--- src/rtl/pio_pkg.sv ---
package pio_pkg;
  localparam int DATA_W = 8;
  localparam int ADDR_W = 4;
  localparam logic [ADDR_W-1:0] A_STAT = 4'd6;
  localparam logic [ADDR_W-1:0] A_PAGE = 4'd7;
  localparam logic [ADDR_W-1:0] A_IRQ0 = 4'd8;

  typedef enum logic [1:0] {
    PG_NONE = 2'b00,
    PG_POL  = 2'b01,
    PG_EN   = 2'b10,
    PG_ID   = 2'b11
  } page_e;
endpackage

--- src/rtl/pio_sync.sv ---
module pio_sync #(
  parameter int W = 48
) (
  input  logic         clk_i,
  input  logic         rst_ni,
  input  logic [W-1:0] pin_i,
  output logic [W-1:0] lvl_o
);
  logic [W-1:0] s1_q, s2_q;

  always_ff @(posedge clk_i or negedge rst_ni) begin
    if (!rst_ni) begin
      s1_q <= '0;
      s2_q <= '0;
    end else begin
      s1_q <= pin_i;
      s2_q <= s1_q;
    end
  end

  assign lvl_o = s2_q;
endmodule

--- src/rtl/pio_irq_port.sv ---
module pio_irq_port #(
  parameter int W = 8
) (
  input  logic         clk_i,
  input  logic         rst_ni,
  input  logic         en_we_i,
  input  logic         pol_we_i,
  input  logic [W-1:0] wdata_i,
  input  logic [W-1:0] lvl_i,
  output logic [W-1:0] en_o,
  output logic [W-1:0] pol_o,
  output logic [W-1:0] pend_o
);
  logic [W-1:0] en_q, pol_q, pend_q, prev_q;
  logic [W-1:0] hit, en_n;

  // rising where pol=1, falling where pol=0
  assign hit  = (pol_q & lvl_i & ~prev_q) | (~pol_q & ~lvl_i & prev_q);
  assign en_n = en_we_i ? wdata_i : en_q;

  always_ff @(posedge clk_i or negedge rst_ni) begin
    if (!rst_ni) begin
      en_q   <= '0;
      pol_q  <= '0;
      pend_q <= '0;
      prev_q <= '0;
    end else begin
      prev_q <= lvl_i;
      en_q   <= en_n;
      if (pol_we_i) pol_q <= wdata_i;
      // a cleared enable wins over a same-cycle edge
      pend_q <= en_n & (pend_q | (hit & en_q));
    end
  end

  assign en_o   = en_q;
  assign pol_o  = pol_q;
  assign pend_o = pend_q;
endmodule

--- src/rtl/pio_edge_irq.sv ---
module pio_edge_irq
  import pio_pkg::*;
#(
  parameter int NUM_PORTS = 6,
  parameter int IRQ_PORTS = 3
) (
  input  logic                          clk_i,
  input  logic                          rst_ni,
  input  logic                          we_i,
  input  logic [ADDR_W-1:0]             addr_i,
  input  logic [DATA_W-1:0]             wdata_i,
  output logic [DATA_W-1:0]             rdata_o,
  input  logic [NUM_PORTS*DATA_W-1:0]   pin_i,
  output logic [NUM_PORTS*DATA_W-1:0]   drive_o,
  output logic                          irq_o
);
  localparam int NUM_LINES = NUM_PORTS * DATA_W;
  localparam int IRQ_LINES = IRQ_PORTS * DATA_W;

  logic [DATA_W-1:0]    port_q [NUM_PORTS];
  logic [NUM_LINES-1:0] lvl;
  page_e                page_q;
  logic [IRQ_LINES-1:0] en_flat, pol_flat, pend_flat;
  logic [IRQ_PORTS-1:0] summary;

  // output latches
  always_ff @(posedge clk_i or negedge rst_ni) begin
    if (!rst_ni) begin
      for (int p = 0; p < NUM_PORTS; p++) port_q[p] <= '0;
    end else if (we_i) begin
      for (int p = 0; p < NUM_PORTS; p++)
        if (addr_i == ADDR_W'(p)) port_q[p] <= wdata_i;
    end
  end

  always_ff @(posedge clk_i or negedge rst_ni) begin
    if (!rst_ni)                        page_q <= PG_ID;
    else if (we_i && addr_i == A_PAGE)  page_q <= page_e'(wdata_i[7:6]);
  end

  pio_sync #(.W(NUM_LINES)) u_sync (
    .clk_i  (clk_i),
    .rst_ni (rst_ni),
    .pin_i  (pin_i),
    .lvl_o  (lvl)
  );

  for (genvar p = 0; p < NUM_PORTS; p++) begin : g_drv
    assign drive_o[p*DATA_W +: DATA_W] = port_q[p];
  end

  for (genvar p = 0; p < IRQ_PORTS; p++) begin : g_irq
    logic sel;
    assign sel = we_i && (addr_i == A_IRQ0 + ADDR_W'(p));
    pio_irq_port #(.W(DATA_W)) u_port (
      .clk_i    (clk_i),
      .rst_ni   (rst_ni),
      .en_we_i  (sel && page_q == PG_EN),
      .pol_we_i (sel && page_q == PG_POL),
      .wdata_i  (wdata_i),
      .lvl_i    (lvl[p*DATA_W +: DATA_W]),
      .en_o     (en_flat[p*DATA_W +: DATA_W]),
      .pol_o    (pol_flat[p*DATA_W +: DATA_W]),
      .pend_o   (pend_flat[p*DATA_W +: DATA_W])
    );
    assign summary[p] = |pend_flat[p*DATA_W +: DATA_W];
  end

  assign irq_o = |summary;

  always_comb begin
    rdata_o = '0;
    for (int p = 0; p < NUM_PORTS; p++)
      if (addr_i == ADDR_W'(p)) rdata_o = lvl[p*DATA_W +: DATA_W];
    if (addr_i == A_STAT) rdata_o = DATA_W'(summary);
    if (addr_i == A_PAGE) rdata_o = {page_q, 6'b0};
    for (int p = 0; p < IRQ_PORTS; p++) begin
      if (addr_i == A_IRQ0 + ADDR_W'(p)) begin
        unique case (page_q)
          PG_EN:   rdata_o = en_flat[p*DATA_W +: DATA_W];
          PG_POL:  rdata_o = pol_flat[p*DATA_W +: DATA_W];
          PG_ID:   rdata_o = pend_flat[p*DATA_W +: DATA_W];
          default: rdata_o = '0;
        endcase
      end
    end
  end
endmodule

--- config.mk ---
export PLATFORM = sky130hd
export DESIGN_NAME = pio_edge_irq
export DESIGN_NICKNAME = d
export VERILOG_FILES = /design/src/rtl/pio_pkg.sv /design/src/rtl/pio_sync.sv /design/src/rtl/pio_irq_port.sv /design/src/rtl/pio_edge_irq.sv
export SDC_FILE = /design/constraint.sdc
export NUM_CORES = 1
export LEC_CHECK = 0
export BUFFER_PORTS_ARGS = -buffer_cell sky130_fd_sc_hd__buf_2
export CAP_MARGIN = 20
export CORE_UTILIZATION = 57
export DETAILED_ROUTE_END_ITERATION = 12
export PLACE_DENSITY = 0.79
export SLEW_MARGIN = 5
export SYNTH_ARGS = -nofsm -noshare
export SYNTH_HDL_FRONTEND = slang
export SYNTH_SLANG_ARGS = --single-unit
--- constraint.sdc ---
create_clock -name clk_i -period 2.3 [get_ports clk_i]
set_input_delay 0 -clock clk_i [delete_from_list [all_inputs] [get_ports clk_i]]
set_output_delay 0 -clock clk_i [all_outputs]
set_load 0.01 [all_outputs]
==> impl_metrics.env <==
export IMPL_hp_class="input port to flop"
export IMPL_core_area_um2=16000
export IMPL_final_cell_area_um2=12100
export IMPL_wire_per_inst_um=21.9
export IMPL_first_pass_iters=7
export IMPL_crit_type="flop to output port"
export IMPL_avgViaCountPerCell=5.93
export IMPL_mappedNetlistNets=801
export IMPL_grt_overflow=0
export IMPL_syn_area_um2=9430
export IMPL_rsz0062_at_grt="yes"
export IMPL_reg2reg_from="page_q[0]"
export IMPL_cts_inserted_buffers=25
export IMPL_status="finished, violations left"
export IMPL_min_period_ps=2450
export IMPL_tritoncts="built"
export IMPL_htreeDepth=1
export IMPL_syn_to_final_growth_pct=28.4
export IMPL_start_util=0.590
export IMPL_finalSetupTns_ps=-791
export IMPL_r2r_end="g_irq[0].u_port.pol_o[1]"
export IMPL_finClkSkew_ps=13.0
export IMPL_drive_above_1_share=0.343
export IMPL_grt_max_degree=80
export IMPL_clock_sinks=242
export IMPL_syn_inst=738
export IMPL_grtUsageTotal=0.312
export IMPL_placed_cell_area_um2=10300
export IMPL_powerDensity_nw_per_um2=958
export IMPL_port_buffers=119
export IMPL_maxSlewHeadroom=0.503
export IMPL_fmax_mhz=409
export IMPL_synth_xor_area_frac=0
export IMPL_clock_path_buffers=3
export IMPL_fin_crit_sh=1.06
export IMPL_finalWirelength_um=25700
export IMPL_crit_arrival_ps=2450
export IMPL_die_w_um=131
export IMPL_mostFrequentLayoutCell="dfrtp_1"
export IMPL_leakage_nw=5.62
export IMPL_synth_fa_ha_area_frac=0
export IMPL_setup_viol_count_final=7
export IMPL_required_ps=2300
export IMPL_grt_pass1_vias=7309
export IMPL_dp_hpwl_um=16000
export IMPL_worst_pin_slew_ps=739
export IMPL_die_area_um2=17100
export IMPL_final_nets=1002
export IMPL_reg2reg_slack_ps=300
export IMPL_ys_warnings_count=0
export IMPL_layout_setup_ws_ps=-145
export IMPL_synth_simple_area_share=0.120
export IMPL_rr_worst_depth=4
export IMPL_cts_root_buf="clkbuf_16"
export IMPL_clkLatencyLatePin_ps=530
export IMPL_rows=46
export IMPL_first_iter_violations=612
export IMPL_ir_worst_vdd_uv=777
export IMPL_most_common_layout_cells="dfrtp_1 (240), buf_2 (117), nand2_1 (100)"
export IMPL_antenna_found_initial=1
export IMPL_crit_path_start="page_q[0]"
export IMPL_gp_routability_congestion=0.908
export IMPL_ios=120
export IMPL_final_max_slew_violation_count=0
export IMPL_start_kind="flop"
export IMPL_failed_checks="setup timing"
export IMPL_grt_pass1_wl_um=39400
export IMPL_hold_viol_final=0
export IMPL_route_detailed_drc=0
export IMPL_synth_seq_cells=242
export IMPL_drv_cap=0
export IMPL_crit_path_end_kind="output port"
export IMPL_via_count=6964
export IMPL_cp_max_fo=6
export IMPL_synthMuxAreaShare=0.151
export IMPL_clk_pin_slew_worst_paths_ps=60
export IMPL_synth_compound_area_frac=0.0666
export IMPL_ant_nets=0
export IMPL_whs_path_depth=2
export IMPL_ys_types=48
export IMPL_avgSynthCellArea_um2=12.8
export IMPL_critPathCapture="rdata_o[4]"
export IMPL_synth_top_family_by_area="multiplexers"
export IMPL_fp_dieH_um=131
export IMPL_seq_area_frac_synth=0.642
==> synthesized netlist by cell type (all sizes together) <==
master | n | area share
a211o | 3 | 0.0028
a211oi | 21 | 0.017
a21boi | 3 | 0.0024
a21oi | 21 | 0.011
a221o | 2 | 0.0021
a221oi | 8 | 0.0074
a22o | 1 | 0.00093
a22oi | 7 | 0.0056
a31oi | 3 | 0.0020
a32oi | 1 | 0.00093
and2 | 1 | 0.00066
and2b | 1 | 0.00080
and3 | 2 | 0.0013
and3b | 1 | 0.00093
and4 | 1 | 0.00093
buf | 19 | 0.013
clkbuf | 16 | 0.0064
dfrtp | 240 | 0.64
dfstp | 2 | 0.0056
inv | 2 | 0.00080
mux2 | 96 | 0.11
mux2i | 10 | 0.011
mux4 | 11 | 0.026
nand2 | 101 | 0.040
nand2b | 5 | 0.0033
nand3 | 10 | 0.0053
nand3b | 5 | 0.0040
nor2 | 80 | 0.033
nor2b | 8 | 0.0056
nor3 | 29 | 0.018
nor4 | 6 | 0.0040
o211ai | 1 | 0.00080
o21a | 3 | 0.0024
o21ai | 7 | 0.0037
o21bai | 1 | 0.00080
o221ai | 1 | 0.00093
o2bb2ai | 3 | 0.0028
o32a | 3 | 0.0032
or2 | 1 | 0.00066
or3 | 1 | 0.00066
or4 | 1 | 0.00080
==> routing by layer <==
metal  share of wire  track usage  vias to the layer above
met4           0.055        0.170                        0
met1            0.37        0.377                     3514
met5               0            0                        -
li1                -            -                     3005
met2            0.51        0.542                      334
met3           0.065       0.0452                      111
==> cell type report <==
type | instances | area, µm²
sequential | 242 | 6060
fill | 980 | 3890
multi-input combinational | 459 | 3310
timing repair buffer | 209 | 1520
clock buffer | 34 | 709
tap | 216 | 270
clock inverter | 12 | 231
inverter | 2 | 7.51
antenna | 1 | 2.50
==> cells by family after synthesis <==
kind of cell / count (synthesis)
AND/OR/NAND/NOR: 253
flip-flops: 242
multiplexers: 117
AO/OA/AOI/OAI: 89
buffers and inverters: 37
==> worst min-delay path by stage <==
| stage | startpoint | to | slack [ps] |
|---|---|---|---|
| 2_1_floorplan | rst_ni | drive_o[0] | -300 |
| 3_3_place_gp | rst_ni | u_sync.s1_q[17] | 10 |
| 3_5_place_dp | rst_ni | u_sync.lvl_o[17] | 20 |
| 4_1_cts | wdata_i[7] | drive_o[47] | 20 |
| 5_1_grt | wdata_i[7] | page_q[1] | 40 |
| 6_report | wdata_i[7] | page_q[1] | 40 |
==> critical path, stage by stage (launching register included) <==
cell and delay, ps:
dfstp_2 630, buf_8 150, buf_4 130, mux2_2 340
a22oi_2 120, o21ai_1 130, a211o_1 290, buf_6 140
==> power by group <==
group          total [mW]  internal (mW)  switching [mW]
clock                4.55           2.86            1.69
combinational        1.88          0.931           0.950
sequential           5.17           4.75           0.412
==> flip-flops by register name, summed over array words and instances, names as in the netlist <==
signal               flops
g_irq.u_port.pend_o     24
drive_o                 48
g_irq.u_port.en_o       24
u_sync.s1_q             48
g_irq.u_port.pol_o      24
u_sync.lvl_o            48
page_q                   2
g_irq.u_port.prev_q     24
==> per-stage QoR <==
stage	hold WS, ps	std cells	total power, mW	utilization	setup WS [ps]
after floorplan	-296	738	6.05	-	496
after global placement	11.5	1062	6.68	0.647	320
after detailed placement	18.5	1062	6.77	0.647	307
after CTS	21.4	1172	11.5	0.751	-106
after global routing	39.3	1175	12.0	0.757	-196
final	40.5	1175	11.6	0.757	-145
==> what timing repair did <==
action,4_1_cts,5_1_grt
endpoints found under the setup margin,8,9
hold buffers,56,0
buffers inserted,7,2
gates cloned,1,1
hold endpoints to repair,318,0
pin swaps,5,8
resized for setup,22,16
No activity file was read; power rests on OpenSTA's default activity.
